File: src/rtl/mesh_route_stage.sv
module mesh_route_stage #(
  parameter int MESH_X     = 4,
  parameter int MESH_Y     = 4,
  parameter int CONC       = 2,
  parameter int NUM_VC     = 4,
  parameter int VC_CLASSES = 1,
  parameter int MY_X       = 1,
  parameter int MY_Y       = 1,
  localparam int XW     = (MESH_X > 1) ? $clog2(MESH_X) : 1,
  localparam int YW     = (MESH_Y > 1) ? $clog2(MESH_Y) : 1,
  localparam int LW     = (CONC > 1) ? $clog2(CONC) : 1,
  localparam int DW     = YW + XW + LW,
  localparam int NPORT  = 4 + CONC,
  localparam int VCW    = (NUM_VC > 1) ? $clog2(NUM_VC) : 1,
  localparam int CLW    = (VC_CLASSES > 1) ? $clog2(VC_CLASSES) : 1
) (
  input  logic             clk,
  input  logic             rst_n,
  input  logic             in_valid,
  input  logic             in_head,
  input  logic [DW-1:0]    in_dest,
  input  logic [CLW-1:0]   in_vclass,
  output logic             out_valid,
  output logic [NPORT-1:0] out_port,
  output logic [VCW-1:0]   out_vc_lo,
  output logic [VCW-1:0]   out_vc_hi
);

  localparam int PER = NUM_VC / VC_CLASSES;
  localparam logic [XW-1:0] MYX = XW'(MY_X);
  localparam logic [YW-1:0] MYY = YW'(MY_Y);

  wire [LW-1:0] dl = in_dest[0 +: LW];
  wire [XW-1:0] dx = in_dest[LW +: XW];
  wire [YW-1:0] dy = in_dest[LW+XW +: YW];
  wire          take = in_valid & in_head;

  int lsel;
  int csel;
  logic [NPORT-1:0] port_c;
  logic [VCW-1:0]   lo_c, hi_c;

  assign lsel = (int'(dl) >= CONC) ? CONC - 1 : int'(dl);
  assign csel = (int'(in_vclass) >= VC_CLASSES) ? VC_CLASSES - 1 : int'(in_vclass);
  assign lo_c = VCW'(csel * PER);
  assign hi_c = VCW'(csel * PER + PER - 1);

  always_comb begin
    port_c = '0;
    if (dx > MYX)      port_c[0] = 1'b1;
    else if (dx < MYX) port_c[1] = 1'b1;
    else if (dy > MYY) port_c[2] = 1'b1;
    else if (dy < MYY) port_c[3] = 1'b1;
    else               port_c[4 + lsel] = 1'b1;
  end

  always_ff @(posedge clk) begin
    if (!rst_n) begin
      out_valid <= 1'b0;
      out_port  <= '0;
      out_vc_lo <= '0;
      out_vc_hi <= '0;
    end else begin
      out_valid <= take;
      if (take) begin
        out_port  <= port_c;
        out_vc_lo <= lo_c;
        out_vc_hi <= hi_c;
      end
    end
  end

endmodule

File: config.mk
export PLATFORM = sky130hd
export DESIGN_NAME = mesh_route_stage
export DESIGN_NICKNAME = d
export VERILOG_FILES = /design/src/rtl/mesh_route_stage.sv
export SDC_FILE = /design/constraint.sdc
export NUM_CORES = 1
export LEC_CHECK = 0
export BUFFER_PORTS_ARGS = -buffer_cell sky130_fd_sc_hd__buf_2
export CORE_AREA = 4 4 43 45
export CTS_BUF_LIST = sky130_fd_sc_hd__clkbuf_2
export DETAILED_ROUTE_END_ITERATION = 10
export DIE_AREA = 0 0 47 49
export PLACE_DENSITY = 0.49
export SETUP_SLACK_MARGIN = 0.1
export SLEW_MARGIN = 20
export SYNTH_ARGS = -nofsm -noshare
export SYNTH_HDL_FRONTEND = slang
export SYNTH_SLANG_ARGS = --single-unit
File: constraint.sdc
create_clock -name clk -period 0.91 [get_ports clk]
set_input_delay 0.1365 -clock clk [delete_from_list [all_inputs] [get_ports clk]]
set_output_delay 0.1365 -clock clk [all_outputs]
set_load 0.005 [all_outputs]
# Word level (Yosys, flattened, before mapping)
# Index checks and enable logic that the tools add are counted.
# op_classes
n_addsub	3
n_lt_le_gt_ge	6
n_mux	13
n_bitwise	1
n_reduce_logical	1
# ops
cell	n
$mux W1	6
$mux W3	2
$mux W5	1
$add A3 B1 Y4 const A	1
$ge A4 B1 Y1 const B	1
$gt A2 B1 Y1 const B	2
$lt A2 B1 Y1 const B	2
$lt A4 B4 Y1 const B	1
$mux W2	2
$mux W4	1
$demux W1 S3	1
$add A1 B1 Y2 const AB	1
$sub A2 B1 Y2 const B	1
$and A1 B1 Y1	1
$logic_and A1 B1 Y1	1
# totals
ff_bits	9
input_bits	10
output_inout_bits	11
elab_cells	27

# Longest topological paths before layout
# Gate-level depths: netlist of run 1.
# depth
word_depth	9
ltp_mapped	3
ltp_nobuf	2

# Worst setup path before layout of run 1
# OpenSTA, ideal clock, no wires.
# synth_path
path_kind	register -> register
startpoint	reg, netlist name out_port[1]
endpoint	reg out_port[1]
setup_ps	115
arrival_ps	580
required_ps	795
path_slack_ps	216
path_stages_with_launch	3
path_buffers	0
synth_period_minus_slack_ps	694
path_cell_list	dfxtp_1 > a21boi_0 > o21a_1
# synth_lines
element	line	source
to (signal assigned)	66	out_port <= port_c;
to (decl)	24	output logic [NPORT-1:0] out_port,

# Worst setup path in the final report of run 1
# layout_path
startpoint	reg out_port[3]
endpoint	out out_port[3]
# No word-level cell between the ends.

==> results.cfg, run 1 <==
[finish]
final_common_cell = buf_2
diodes = 0
fillers = 181
drive_above_1_share_pct = 55.6
layout_common_cells = buf_2 (17), dfxtp_2 (7), nand2_1 (4)
fin_nets = 66
syn_to_final_growth_pct = 20.2

[grt]
antenna_found_initial = 0
grt.total_usage_pct = 8.26
grt_max_degree = 13
grt_pass1_vias = 315
grt_pass1_wl_um = 1330
grt_overflow = 0

[timing]
period_share_pct = 89.7
setup-violations-final = 0
min_period_ns = 0.816
max_freq_ghz = 1.23
clock_skew_ns = 0
fin_tns_setup_ns = 0
drv_slew = 0
rsz0062_at_grt = yes
finalHoldViolCount = 0

[setup_path]
required_ns = 0.77
crit_buf_inv = 1
worstSetupPathType = reg2out
cp_cell_sequence = buf_2
worstPathArrival_ns = 0.68
cp_max_fo = 2
slowest_delay_ns = 0.33
worst_setup_path_end_kind = output pin
cp_top_family = flip-flops
crit_slowest_cell = dfxtp_2
cp-start-kind = flip-flop

[logic_synthesis]
mappedNetlistArea_um2 = 397
synthAdderAreaFrac_pct = 0
yosysWarningCount = 0
postSynthCellCount = 39
synth_compound_area_share_pct = 18.3
yosys.area_share.simple_pct = 26.2
synth.area.mux_share_pct = 0
syn_area_per_cell_um2 = 10.2
ys_types = 18
synthXorXnorAreaFrac_pct = 0
synth_top_family_by_area = simple AND/OR/NAND/NOR gates
yosysSeqAreaShare_pct = 40.4
synth-seq-cells = 8

[power_and_ir_drop]
peakVddDrop_v = 0.000682
finalPower_mw = 0.661
p_leak_nw = 0.219
power.density_mw_per_mm2 = 1390

[routing]
drc_errors = 0
via_per_inst = 4.67
wirelength_um = 839
route.detailed.wl_per_inst_um = 12.0
drtIter0Drc = 4
first_pass_iters = 2
drt.antenna.violating_nets = 0
via_count = 327

[cts]
root_buffer = clkbuf_2
cts_sinks = 8
numCtsBuffers = 3
clk_pin_slew_worst_paths_ns = 0.08
htree_num_levels = 1
ctsHoldBuffers = 0
cts_max_path_buffers = 2
cts_tree = built
postCtsSetupBuffers = 0
clkLatencyLatePin_ns = 0.23

[floorplan]
io_pins = 21
dieHeight_um = 49
start_util_pct = 27.0
core_mm2 = 0.00147
die_w_um = 47
die-area_mm2 = 0.00230
row_count = 14

[place]
gp_congestion = 0.626
dp_hpwl_um = 639
io_buffers = 17

[run_status]
status = finished clean

[worst_hold_path]
hp-class = in2reg

[run]
cap_violations = 0
## kinds of logic after synthesis
group | count (synthesis)
AOI/OAI and AO/OA | 9
buffers and inverters | 7
DFF | 8
other | 1
and+or+nand+nor | 14
## cell usage after synthesis
master | n | area share, %
nand2_1 | 4 | 3.8
conb_1 | 1 | 0.95
nand3b_1 | 1 | 1.9
a21boi_1 | 1 | 1.9
nand4bb_1 | 2 | 5.7
a21boi_0 | 1 | 1.9
inv_1 | 1 | 0.95
o32ai_2 | 1 | 4.1
and4bb_4 | 1 | 4.1
buf_4 | 4 | 7.6
nand4_1 | 2 | 3.2
o21a_1 | 3 | 5.7
nand4b_1 | 1 | 2.2
and2_4 | 1 | 2.2
and3_1 | 2 | 3.2
o22ai_1 | 3 | 4.7
dfxtp_1 | 8 | 40
buf_6 | 2 | 5.7
## final cells by class
class / count / area [µm²] / area share, %
flip-flops and latches: 8 / 169 / 35.4
well taps: 16 / 20.0 / 4.20
inverters: 1 / 3.75 / 0.787
multi-input cells: 25 / 184 / 38.6
repair buffers: 17 / 85.1 / 17.8
clock buffers: 3 / 15.0 / 3.15
## per-layer routing
metal / part of all wire, % / GRT usage [%]
met5: 0 / 0
met2: 51 / 10.9
met3: 6.6 / 3.32
met1: 41 / 9.96
met4: 1.2 / 6.91
## flip-flops by register name (all words and copies together), names as in the netlist
| name | count |
|---|---|
| out_port | 6 |
| out_valid | 1 |
| out_vc_hi | 1 |
## path summary, 6_finish.rpt
check / cells after the start / to / slack (ns) / startpoint
max: 1 / out_port[3] / 0.09 / out_port[3]
min: 2 / out_port[2] / 0.15 / in_dest[2]
max reg2reg: 2 / out_port[1] / 0.19 / out_port[1]
min reg2reg: 1 / out_vc_hi[0] / 0.47 / out_vc_hi[0]
## stage by stage
stage	hold WS (ns)	area (µm²)	std cells	setup WS [ns]	util, %
finish	0.147	477	70	0.0942	32.4
global route	0.131	477	70	0.0498	32.4
CTS	0.130	475	70	0.0733	32.3
detailed placement	0.407	453	67	0.131	30.8
global placement	0.403	453	67	0.123	30.8
floorplan	0.251	400	40	0.216	-
## worst register-to-register path: stages, from the launching register on
cell and delay (ns):
dfxtp_2 0.32, a21boi_0 0.11, o21a_1 0.19
## power by group
group,internal (mW),switching (mW)
logic,0.0429,0.0456
registers,0.361,0.00392
clock network,0.0898,0.118
total,0.494,0.167
## timing repair
action / in CTS / in global routing
endpoints found under the setup margin: 8 / 9
hold endpoints to repair: 0 / 0
gates resized for setup: 6 / 1
Note: power is estimated with default switching activity, not from simulation.
==> run 2, diff against run 1 <==
CORE_AREA = 4 4 41 43   (was 4 4 43 45)
DIE_AREA = 0 0 45 47   (was 0 0 47 49)
PLACE_DENSITY = 0.54   (was 0.49)
==> run 2 against run 1 <==
  * Setup slack gained 0.0023 ns
  * First-iteration DRC count shrank 100%
  * Global-route usage grew 0.54 points
  * Design area grew 5.5%
  * Sequential cell count is the same
  * Non-clock buffer count grew 1
  * Critical path type unchanged
  * Critical path depth is the same
  * Largest cell class unchanged
  * Core utilization grew 6.3 points
  * Combinational power grew 4.2%
  * Hold slack gained 0.0064 ns
  * Clock power is essentially flat
  * Fmax grew 0.28%
==> results.cfg, run 2 (synthesis results as in run 1) <==
[cts]
clkLatencyLatePin_ns = 0.23
htree_num_levels = 1
ctsHoldBuffers = 0
clk_pin_slew_worst_paths_ns = 0.08
numCtsBuffers = 3
cts_sinks = 8
root_buffer = clkbuf_2
cts_max_path_buffers = 2
cts_tree = built

[grt]
grt_pass1_wl_um = 1280
grt_max_degree = 13
antenna_found_initial = 0
grt_overflow = 0
grt_pass1_vias = 291
grt.total_usage_pct = 8.80

[floorplan]
io_pins = 21
core_mm2 = 0.00130
row_count = 13
die-area_mm2 = 0.00212
start_util_pct = 30.5
dieHeight_um = 47
die_w_um = 45

[setup_path]
path_depth = 1
worst_setup_path_end_kind = output pin
slowest_delay_ns = 0.33
cp-start-kind = flip-flop
crit_slowest_cell = dfxtp_2
required_ns = 0.77
rr_worst_depth = 2
worstPathArrival_ns = 0.68
worstSetupPathType = reg2out
cp_top_family = flip-flops
crit_buf_inv = 1
cp_cell_sequence = buf_2
cp_max_fo = 3

[worst_hold_path]
hp-class = in2reg
hold_depth = 2

[finish]
layout_common_cells = buf_2 (14), dfxtp_2 (8), nand2_1 (4)
syn_to_final_growth_pct = 26.8
largest_reg_flops = 6
fin_cells = 70
final_common_cell = buf_2
fin_nets = 67
top_regs = out_port x6, out_valid x1, out_vc_hi x1
drive_above_1_share_pct = 58.2
top_register = out_port
fillers = 152
diodes = 0

[routing]
route.detailed.wl_per_inst_um = 11.4
via_count = 321
drtIter0Drc = 0
drt.antenna.violating_nets = 0
wirelength_um = 801
drc_errors = 0
first_pass_iters = 1
via_per_inst = 4.59

[timing]
rsz0062_at_grt = yes
clock_skew_ns = 0
period_share_pct = 89.4
max_freq_ghz = 1.23
drv_slew = 0
finalHoldViolCount = 0
min_period_ns = 0.814
setup-violations-final = 0
fin_tns_setup_ns = 0

[run]
cap_violations = 0

[place]
dp.cells = 66
io_buffers = 17
dp_hpwl_um = 614
gp_congestion = 0.612

[power_and_ir_drop]
power.density_mw_per_mm2 = 1330
p_leak_nw = 0.228
peakVddDrop_v = 0.000632

[run_status]
status = finished clean
[run 2: cell types whose count changed in the layout (fill, tap and decap cells not counted), sizes merged]
cell  previous run  this run
buf             17        18
[run 2: power by group]
group	switching (mW)	total [mW]	internal [mW]
clock network	0.118	0.208	0.0899
registers	0.00502	0.366	0.361
logic	0.0449	0.0922	0.0473
total	0.168	0.667	0.499
[run 2: final timing paths]
kind	slack, ns	endpoint	start
max	0.1	out_vc_hi[1]	out_vc_hi[0]
min	0.15	out_port[2]	in_dest[2]
max reg2reg	0.18	out_port[1]	out_port[1]
min reg2reg	0.46	out_port[3]	out_port[3]
[run 2: final cells by class]
cell class | instances | area, µm² | share of cell area, %
Multi-Input combinational cell | 25 | 184 | 36.6
Sequential cell | 8 | 170 | 33.8
Inverter | 1 | 3.75 | 0.746
Clock buffer | 3 | 15.0 | 2.99
Timing Repair Buffer | 18 | 111 | 22.1
Tap cell | 15 | 18.8 | 3.73
[run 2: repair_timing]
action / CTS / global route
endpoints found under the hold margin: 0 / 0
buffers inserted: 1 / 0
setup endpoints to repair: 8 / 9
resized for setup: 5 / 6
[run 2: stage by stage]
stage                     hold WS, ns  utilization, %  worst slack [ns]  instance area, µm²  total power [mW]
after floorplan                 0.251               -             0.216                 400             0.440
after global placement          0.407            34.7             0.128                 452             0.461
after detailed placement        0.410            34.7             0.135                 452             0.460
after CTS                       0.141            36.9            0.0737                 480             0.679
after global routing            0.131            38.7            0.0424                 503             0.715
final                           0.153            38.7            0.0964                 503             0.667
[run 2: routing by layer]
metal	vias to the layer above	part of all wire, %	GRT usage [%]
met5	-	0	0
met4	0	0	1.75
met3	0	12	6.90
met2	16	38	11.0
met1	134	49	11.7
li1	171	-	-
